--- src/rtl/uwire_pkg.sv ---
package uwire_pkg;
  typedef enum logic [2:0] {ST_IDLE, ST_OPC, ST_ADDR, ST_DATA, ST_READ, ST_HOLD} uw_state_e;
  typedef enum logic [1:0] {PG_WRITE, PG_ERASE, PG_ERAL, PG_WRAL} pg_kind_e;
  localparam logic [1:0] OP_EXT   = 2'b00;
  localparam logic [1:0] OP_WRITE = 2'b01;
  localparam logic [1:0] OP_READ  = 2'b10;
  localparam logic [1:0] OP_ERASE = 2'b11;
  localparam logic [1:0] EX_DIS   = 2'b00;
  localparam logic [1:0] EX_WRAL  = 2'b01;
  localparam logic [1:0] EX_ERAL  = 2'b10;
  localparam logic [1:0] EX_EN    = 2'b11;
endpackage

--- src/rtl/uwire_sync.sv ---
module uwire_sync (
  input  logic clk,
  input  logic rst_n,
  input  logic cs,
  input  logic sk,
  input  logic din,
  output logic rst_n_s,
  output logic cs_s,
  output logic di_s,
  output logic sk_rise
);
  logic [1:0] rst_q, cs_q, sk_q, di_q;
  logic       sk_prev_q;

  always_ff @(posedge clk or negedge rst_n) begin
    if (!rst_n) rst_q <= 2'b00;
    else        rst_q <= {rst_q[0], 1'b1};
  end
  assign rst_n_s = rst_q[1];

  always_ff @(posedge clk or negedge rst_n_s) begin
    if (!rst_n_s) begin
      cs_q <= '0; sk_q <= '0; di_q <= '0; sk_prev_q <= 1'b0;
    end else begin
      cs_q      <= {cs_q[0], cs};
      sk_q      <= {sk_q[0], sk};
      di_q      <= {di_q[0], din};
      sk_prev_q <= sk_q[1];
    end
  end

  assign cs_s    = cs_q[1];
  assign di_s    = di_q[1];
  assign sk_rise = sk_q[1] & ~sk_prev_q;
endmodule

--- src/rtl/uwire_array.sv ---
module uwire_array
  import uwire_pkg::*;
#(
  parameter int ADDR_W   = 6,
  parameter int PROG_CYC = 64
) (
  input  logic              clk,
  input  logic              rst_n,
  input  logic              req,
  input  pg_kind_e          kind,
  input  logic [ADDR_W:0]   addr,
  input  logic [15:0]       data,
  input  logic              org16,
  input  logic [ADDR_W:0]   rd_addr,
  input  logic              rd_org16,
  output logic              busy,
  output logic [15:0]       rd_word
);
  localparam int NB    = 2 << ADDR_W;
  localparam int TMR_W = $clog2(PROG_CYC + 1);

  logic [7:0]        mem [NB];
  pg_kind_e          p_kind_q;
  logic [ADDR_W:0]   p_addr_q;
  logic [15:0]       p_data_q;
  logic              p_org_q;
  logic [TMR_W-1:0]  tmr_q, tmr_n;
  logic              commit;

  always_comb begin
    tmr_n = tmr_q;
    if (req)               tmr_n = TMR_W'(PROG_CYC);
    else if (tmr_q != '0)  tmr_n = tmr_q - 1'b1;
  end

  always_ff @(posedge clk or negedge rst_n) begin
    if (!rst_n) begin
      tmr_q <= '0; p_kind_q <= PG_WRITE; p_addr_q <= '0; p_data_q <= '0; p_org_q <= 1'b0;
    end else begin
      tmr_q <= tmr_n;
      if (req) begin
        p_kind_q <= kind; p_addr_q <= addr; p_data_q <= data; p_org_q <= org16;
      end
    end
  end

  assign busy   = (tmr_q != '0);
  assign commit = (tmr_q == TMR_W'(1));

  for (genvar i = 0; i < NB; i++) begin : g_byte
    localparam logic [ADDR_W:0] BI = (ADDR_W+1)'(i);
    logic       hit, en;
    logic [7:0] val;
    assign hit = (p_kind_q == PG_ERAL) || (p_kind_q == PG_WRAL) ||
                 (p_org_q ? (p_addr_q[ADDR_W-1:0] == BI[ADDR_W:1]) : (p_addr_q == BI));
    assign val = (p_kind_q == PG_ERASE || p_kind_q == PG_ERAL) ? 8'hFF :
                 (p_org_q && BI[0]) ? p_data_q[15:8] : p_data_q[7:0];
    assign en  = commit && hit;
    always_ff @(posedge clk) begin
      if (en) mem[i] <= val;
    end
  end

  assign rd_word = rd_org16 ? {mem[{rd_addr[ADDR_W-1:0], 1'b1}], mem[{rd_addr[ADDR_W-1:0], 1'b0}]}
                            : {mem[rd_addr], 8'h00};


  req_when_idle_chk: assert property (@(posedge clk) disable iff (!rst_n) req |-> !busy);

  busy_after_req_chk: assert property (@(posedge clk) disable iff (!rst_n) req |=> busy);
endmodule

--- src/rtl/uwire_ctrl.sv ---
module uwire_ctrl
  import uwire_pkg::*;
#(
  parameter int ADDR_W = 6
) (
  input  logic              clk,
  input  logic              rst_n,
  input  logic              cs_s,
  input  logic              sk_rise,
  input  logic              di_s,
  input  logic              org16,
  input  logic              busy,
  input  logic [15:0]       rd_word,
  output logic [ADDR_W:0]   rd_addr,
  output logic              pg_req,
  output pg_kind_e          pg_kind,
  output logic [ADDR_W:0]   pg_addr,
  output logic [15:0]       pg_data,
  output logic              do_q,
  output logic              oe_q
);
  localparam int AW8   = ADDR_W + 1;
  localparam int CNT_W = $clog2((AW8 > 16 ? AW8 : 16) + 1);

  uw_state_e        state_q, st_n;
  logic [CNT_W-1:0] cnt_q, cnt_n, cnt_inc, addr_last, data_last, dw;
  logic [1:0]       op_q, op_n, ext;
  logic [AW8-1:0]   addr_q, addr_n, addr_nx;
  logic [15:0]      data_q, data_n, sh_q, sh_n;
  logic             wen_q, wen_n, armed_q, armed_n, do_n, oe_n;

  assign addr_nx   = {addr_q[AW8-2:0], di_s};
  assign ext       = org16 ? addr_nx[ADDR_W-1 -: 2] : addr_nx[AW8-1 -: 2];
  assign addr_last = org16 ? CNT_W'(ADDR_W - 1) : CNT_W'(ADDR_W);
  assign data_last = org16 ? CNT_W'(15) : CNT_W'(7);
  assign dw        = org16 ? CNT_W'(16) : CNT_W'(8);
  assign cnt_inc   = cnt_q + 1'b1;
  assign rd_addr   = (state_q == ST_READ) ? addr_q + 1'b1 : addr_nx;

  always_comb begin
    st_n = state_q; cnt_n = cnt_q; op_n = op_q; addr_n = addr_q; data_n = data_q;
    sh_n = sh_q; wen_n = wen_q; armed_n = armed_q; do_n = do_q; oe_n = oe_q;
    pg_req = 1'b0; pg_kind = PG_WRITE;
    if (!cs_s) begin
      st_n = ST_IDLE; oe_n = 1'b0;
    end else begin
      case (state_q)
        ST_IDLE: begin
          oe_n = armed_q; do_n = ~busy;
          if (sk_rise && di_s && !busy) begin
            st_n = ST_OPC; cnt_n = '0; armed_n = 1'b0; oe_n = 1'b0;
          end
        end
        ST_OPC: if (sk_rise) begin
          op_n = {op_q[0], di_s}; cnt_n = cnt_inc;
          if (cnt_q != '0) begin st_n = ST_ADDR; cnt_n = '0; end
        end
        ST_ADDR: if (sk_rise) begin
          addr_n = addr_nx; cnt_n = cnt_inc;
          if (cnt_q == addr_last) begin
            cnt_n = '0; st_n = ST_HOLD;
            case (op_q)
              OP_READ:  begin st_n = ST_READ; sh_n = rd_word; do_n = 1'b0; oe_n = 1'b1; end
              OP_WRITE: st_n = ST_DATA;
              OP_ERASE: begin pg_req = wen_q; pg_kind = PG_ERASE; end
              default: begin
                case (ext)
                  EX_EN:   wen_n = 1'b1;
                  EX_DIS:  wen_n = 1'b0;
                  EX_ERAL: begin pg_req = wen_q; pg_kind = PG_ERAL; end
                  default: st_n = ST_DATA;
                endcase
              end
            endcase
          end
        end
        ST_DATA: if (sk_rise) begin
          data_n = {data_q[14:0], di_s}; cnt_n = cnt_inc;
          if (cnt_q == data_last) begin
            st_n = ST_HOLD; pg_req = wen_q;
            pg_kind = (op_q == OP_WRITE) ? PG_WRITE : PG_WRAL;
          end
        end
        ST_READ: if (sk_rise) begin
          if (cnt_q == dw) begin
            addr_n = addr_q + 1'b1; do_n = rd_word[15];
            sh_n = {rd_word[14:0], 1'b0}; cnt_n = CNT_W'(1);
          end else begin
            do_n = sh_q[15]; sh_n = {sh_q[14:0], 1'b0}; cnt_n = cnt_inc;
          end
        end
        default: ;
      endcase
    end
    if (pg_req) armed_n = 1'b1;
  end

  assign pg_addr = addr_n;
  assign pg_data = data_n;

  always_ff @(posedge clk or negedge rst_n) begin
    if (!rst_n) begin
      state_q <= ST_IDLE; cnt_q <= '0; op_q <= '0; addr_q <= '0; data_q <= '0; sh_q <= '0;
      wen_q <= 1'b0; armed_q <= 1'b0; do_q <= 1'b0; oe_q <= 1'b0;
    end else begin
      state_q <= st_n; cnt_q <= cnt_n; op_q <= op_n; addr_q <= addr_n; data_q <= data_n;
      sh_q <= sh_n; wen_q <= wen_n; armed_q <= armed_n; do_q <= do_n; oe_q <= oe_n;
    end
  end


  req_needs_enable_chk: assert property (@(posedge clk) disable iff (!rst_n) pg_req |-> wen_q);

  dummy_zero_chk: assert property (@(posedge clk) disable iff (!rst_n)
    (state_q == ST_READ && $past(state_q) != ST_READ) |-> (!do_q && oe_q));
endmodule

--- src/rtl/uwire_eeprom.sv ---
module uwire_eeprom
  import uwire_pkg::*;
#(
  parameter int ADDR_W   = 6,
  parameter int PROG_CYC = 64
) (
  input  logic clk,
  input  logic rst_n,
  input  logic cs,
  input  logic sk,
  input  logic din,
  input  logic org16,
  output logic dout,
  output logic dout_oe
);
  logic            rst_n_s, cs_s, di_s, sk_rise, busy, pg_req;
  pg_kind_e        pg_kind;
  logic [ADDR_W:0] rd_addr, pg_addr;
  logic [15:0]     rd_word, pg_data;

  uwire_sync u_sync (
    .clk(clk), .rst_n(rst_n), .cs(cs), .sk(sk), .din(din),
    .rst_n_s(rst_n_s), .cs_s(cs_s), .di_s(di_s), .sk_rise(sk_rise)
  );

  uwire_ctrl #(.ADDR_W(ADDR_W)) u_ctrl (
    .clk(clk), .rst_n(rst_n_s), .cs_s(cs_s), .sk_rise(sk_rise), .di_s(di_s),
    .org16(org16), .busy(busy), .rd_word(rd_word), .rd_addr(rd_addr),
    .pg_req(pg_req), .pg_kind(pg_kind), .pg_addr(pg_addr), .pg_data(pg_data),
    .do_q(dout), .oe_q(dout_oe)
  );

  uwire_array #(.ADDR_W(ADDR_W), .PROG_CYC(PROG_CYC)) u_array (
    .clk(clk), .rst_n(rst_n_s), .req(pg_req), .kind(pg_kind), .addr(pg_addr),
    .data(pg_data), .org16(org16), .rd_addr(rd_addr), .rd_org16(org16),
    .busy(busy), .rd_word(rd_word)
  );


  hiz_when_deselected_chk: assert property (@(posedge clk) disable iff (!rst_n_s)
    !cs_s |=> !dout_oe);
endmodule

--- config.mk ---
export PLATFORM = sky130hd
export DESIGN_NAME = uwire_eeprom
export DESIGN_NICKNAME = d
export VERILOG_FILES = /design/src/rtl/uwire_pkg.sv /design/src/rtl/uwire_sync.sv /design/src/rtl/uwire_array.sv /design/src/rtl/uwire_ctrl.sv /design/src/rtl/uwire_eeprom.sv
export SDC_FILE = /design/constraint.sdc
export NUM_CORES = 2
export LEC_CHECK = 0
export ABC_AREA = 1
export BUFFER_PORTS_ARGS = -buffer_cell sky130_fd_sc_hd__buf_2
export CORE_MARGIN = 2
export CORE_UTILIZATION = 30
export DETAILED_ROUTE_END_ITERATION = 8
export PLACE_DENSITY = 0.51
export SETUP_SLACK_MARGIN = 0.2
export SYNTH_ARGS = -nofsm -noshare
export SYNTH_HDL_FRONTEND = slang
export SYNTH_SLANG_ARGS = --single-unit
--- constraint.sdc ---
create_clock -name clk -period 7.02 [get_ports clk]
set_clock_uncertainty 0.1 [all_clocks]
set_input_delay 0.702 -clock clk [delete_from_list [all_inputs] [get_ports clk]]
set_output_delay 0.702 -clock clk [all_outputs]
set_load 0.05 [all_outputs]
==> flow_summary.rst <==
.. list-table::
   :header-rows: 1

   * - Metric
     - Value
   * - Synth Area in XOR/XNOR
     - 0.00105
   * - Clk buf depth
     - 3
   * - Total core area
     - around 0.19 mm^2
   * - Synthesized instance count
     - approximately 6,600
   * - Outcome
     - finished clean
   * - Count of instances resized after the clock tree is built
     - 0
   * - Critical Path Sink Type
     - flip-flop
   * - Commonest cells in the synthesized netlist
     - 1,855 x sky130_fd_sc_hd__nand2_1, 1,222 x sky130_fd_sc_hd__nand3_1, 1,024 x sky130_fd_sc_hd__edfxtp_1
   * - Maximum fanout count along the critical path
     - between 150 and 200
   * - Number of flip-flops and latches in the synthesized netlist
     - 1,119
   * - TritonCTS Sinks
     - 1,119
   * - Share of the synthesized area in the top cell type
     - 0.526
   * - Combinational family with the most area after synthesis
     - simple AND/OR/NAND/NOR gates
   * - Buffers inserted during post-CTS setup optimization
     - 0
   * - Count of endpoints failing hold in the final timing report
     - 0
   * - Power per cell area
     - ~420 mW/mm^2
   * - Worst Setup Path Type
     - reg2reg
   * - Cells on worst reg2reg path
     - 17
   * - Starting DRT DRC Count
     - roughly 5,600
   * - Number of fill cells
     - ~20,000
   * - Count of vias placed by the detailed router
     - between 40,000 and 50,000
   * - Reg2reg end
     - u_ctrl.sh_q[15]
   * - Aggregate global-route resource usage
     - 0.203
   * - Met1 layer usage reported by global route
     - 0.282
   * - Total inserted antenna cells
     - 0
   * - Wire length of the first global-routing pass
     - approximately 300 mm
   * - Worst setup slack for register-to-register paths
     - between 1500 and 2000 ps
   * - Clock root buffer
     - sky130_fd_sc_hd__clkbuf_16
   * - Top post-synthesis cells by area
     - sky130_fd_sc_hd__edfxtp_1 53%, sky130_fd_sc_hd__nand2_1 12%, sky130_fd_sc_hd__nand3_1 10%
   * - Number of failing setup endpoints in the final timing report
     - 0
   * - Most used standard cell by instance count after synthesis
     - sky130_fd_sc_hd__nand2_1
   * - Post-Synth Simple-Gate Area
     - 0.249
   * - Effective utilization at floorplan
     - 0.303
   * - Post-DRT Antenna Nets
     - 0
   * - Fmax achieved
     - 0.197 GHz
   * - Synthesized area divided by synthesized cell count
     - 8.81 um^2
   * - Global-route met2 utilization
     - 0.313
   * - Setup repair after global routing missed its margin
     - false
   * - Max Cap Violations
     - 0
   * - Clock period minus final worst setup slack
     - roughly 5100 ps
   * - Dominant register cell in the synthesized netlist
     - sky130_fd_sc_hd__edfxtp_1
   * - Reg2reg start
     - u_ctrl.state_q[2]
   * - GRT Max-Usage Layer
     - met2
   * - Leakage power
     - about 26 nW
   * - Worst slew pin tran
     - between 1000 and 1500 ps
   * - Share of final-layout standard cells stronger than drive strength 1
     - 0.0546
   * - Via-per-instance ratio
     - roughly 5.3
   * - Most area-hungry cell type in the Yosys netlist
     - sky130_fd_sc_hd__edfxtp_1
   * - Total CTS buffers
     - ~130
   * - Clock tree from TritonCTS
     - built
   * - Clock-pin slew of the registers on the worst-case setup and hold paths
     - around 60 ps
   * - Setup TNS
     - 0 ps
   * - DRC viols
     - 0
   * - Via count of the first global-routing pass
     - around 44,000
   * - Post-synth cell types
     - 50
   * - Netlist area before placement
     - 0.0584 mm^2
   * - Die Y-Extent
     - approximately 450 um
   * - Final weighted congestion in routability-driven placement
     - around 0.95
   * - Share of the core filled with cells
     - 0.336
   * - Signed area change from the synthesized netlist to the final layout
     - 10.9%
   * - Total half-perimeter wirelength after legalization and detailed placement
     - approximately 130 mm
   * - CTS Hold Buffers Added
     - 4
   * - Clock insertion delay at the later pin of the skew report
     - 790 ps
   * - Initial antenna violation count
     - 3
   * - Share of synthesized area spent on multiplexers
     - 0
   * - Synth warn
     - 0
   * - Proportion of register bits with asynchronous set or reset after synthesis
     - 0.0849
   * - DIE AREA
     - approximately 0.20 mm^2
   * - Site row count
     - between 150 and 200
   * - Class of the tightest hold or removal check
     - in2async
   * - Num ports
     - 8
   * - Average routed wire per standard cell
     - around 23 um
   * - Largest net degree at the start of global routing
     - between 150 and 200
   * - Met3 demand-to-capacity share in global routing
     - 0.0358
   * - Total wire length
     - around 210 mm
   * - VDD IR max
     - about 0.38 mV
   * - Residual overflow from global routing
     - 0
   * - Crit path DAT
     - between 5000 and 6000 ps
   * - Synthesized net count
     - 6,651
   * - Post-Synth Adder-Cell Area
     - 0.00236
   * - Compound-Gate Fraction of Synth Area
     - 0.0963
   * - Net count reported at finish
     - 6,434
   * - Final count of pins violating max slew
     - 0
   * - Fraction of the yosys area taken by sequential cells
     - 0.567
   * - H-tree Lvls
     - 4
   * - Die width
     - 445 um
   * - Relative max-transition margin
     - 0.227
   * - Length of the first detailed-routing pass in iterations
     - 7
   * - Required time of the worst setup path
     - 7610 ps
   * - Count of input and output buffers
     - 7
   * - Final clock period utilization by the worst path
     - 0.725
   * - Nature of the critical path startpoint
     - flip-flop
   * - Number of flops mapped to enable cells by yosys
     - 1,024
[placed cells by master, fill, tap and decap left out, types with 78 or more instances in the layout]
cell type,netlist,routed
sky130_fd_sc_hd__nand3_1,1222,1221
sky130_fd_sc_hd__o211ai_1,230,230
sky130_fd_sc_hd__o21ai_0,455,454
sky130_fd_sc_hd__nand2_1,1855,1847
sky130_fd_sc_hd__clkbuf_16,0,133
sky130_fd_sc_hd__nor2_1,253,248
sky130_fd_sc_hd__edfxtp_1,1024,1024
sky130_fd_sc_hd__dfrtp_1,95,93
sky130_fd_sc_hd__buf_4,41,78
sky130_fd_sc_hd__inv_1,695,693
[state kept, by name (all words and copies together), names as in the netlist, 3 cells and up]
signal and count:
u_array.tmr_q 7, u_array.p_data_q 16, u_array.p_addr_q 7, u_ctrl.addr_q 7, u_ctrl.sh_q 16, u_ctrl.data_q 16
u_ctrl.cnt_q 5, u_array.mem 1024, u_ctrl.state_q 3
[report_power, final]
part	switching (mW)	internal, mW
Sequential	0.145	7.54
Clock	2.89	3.76
Combinational	9.55	3.43
Total	12.6	14.7
[how the worst max path moves through the flow]
stage                          endpoint              start  depth (start not counted)
floorplan           u_array.mem[101][0]    u_array.p_org_q                          4
global placement        u_ctrl.sh_q[15]  u_ctrl.state_q[1]                         18
detailed placement      u_ctrl.sh_q[15]  u_ctrl.state_q[1]                         18
CTS                     u_ctrl.sh_q[15]  u_ctrl.state_q[1]                         18
global route            u_ctrl.sh_q[15]  u_ctrl.state_q[2]                         17
finish                  u_ctrl.sh_q[15]  u_ctrl.state_q[2]                         17
[critical path, stage by stage (launching register included)]
cell	delay (ps)
sky130_fd_sc_hd__dfrtp_1	470
sky130_fd_sc_hd__nand2_1	670
sky130_fd_sc_hd__nand2_4	360
sky130_fd_sc_hd__nand2_8	760
sky130_fd_sc_hd__buf_12	500
sky130_fd_sc_hd__nand2_1	170
sky130_fd_sc_hd__nand3_1	120
sky130_fd_sc_hd__nand3_1	120
sky130_fd_sc_hd__nand3_1	130
sky130_fd_sc_hd__nand3_1	110
sky130_fd_sc_hd__nand3_1	170
sky130_fd_sc_hd__nand3_1	300
sky130_fd_sc_hd__nand2_1	140
sky130_fd_sc_hd__nand2_1	70
sky130_fd_sc_hd__nand3_1	230
sky130_fd_sc_hd__nand3_1	100
sky130_fd_sc_hd__nand2_1	70
sky130_fd_sc_hd__inv_1	40
[area by class of cell]
cell class	instances	area, um^2	area share
flip-flops and latches	1119	33100	0.512
multi-input cells	4347	20600	0.318
clock buffers	172	3560	0.0550
well taps	2526	3160	0.0488
inverters	707	2660	0.0411
repair buffers	111	1100	0.0170
clock inverters	61	572	0.00883
[cell families (layout without fill, tap and decap cells)]
group	after synthesis	in the layout
AO/OA/AOI/OAI	908	908
adder cells (fa/ha/maj)	11	11
other	1	1
buffers and inverters	1168	1051
AND/OR/NAND/NOR	3420	3420
flip-flops	1119	1119
XOR/XNOR	7	7
[layer usage]
metal,share of wire,wire length [um],vias to the layer above
li1,-,-,22200
met1,0.44,90100,23500
met2,0.45,91900,1998
met3,0.077,15900,361
met4,0.038,7780,0
met5,0,0,-
[stage by stage]
stage                     cells  setup slack [ps]  cell area [um^2]  total power [mW]  hold WS (ps)
final                      9043              1930             64800              27.3           125
after global routing       9043              1680             64800              28.7          85.8
after CTS                  9043              2070             64800              27.3          67.9
after detailed placement   8806              2120             60600              20.6           231
after global placement     8806              2090             60600              20.6           232
after floorplan            6634              3710             58400              16.1           231
Power figures use the tool's default switching activity.
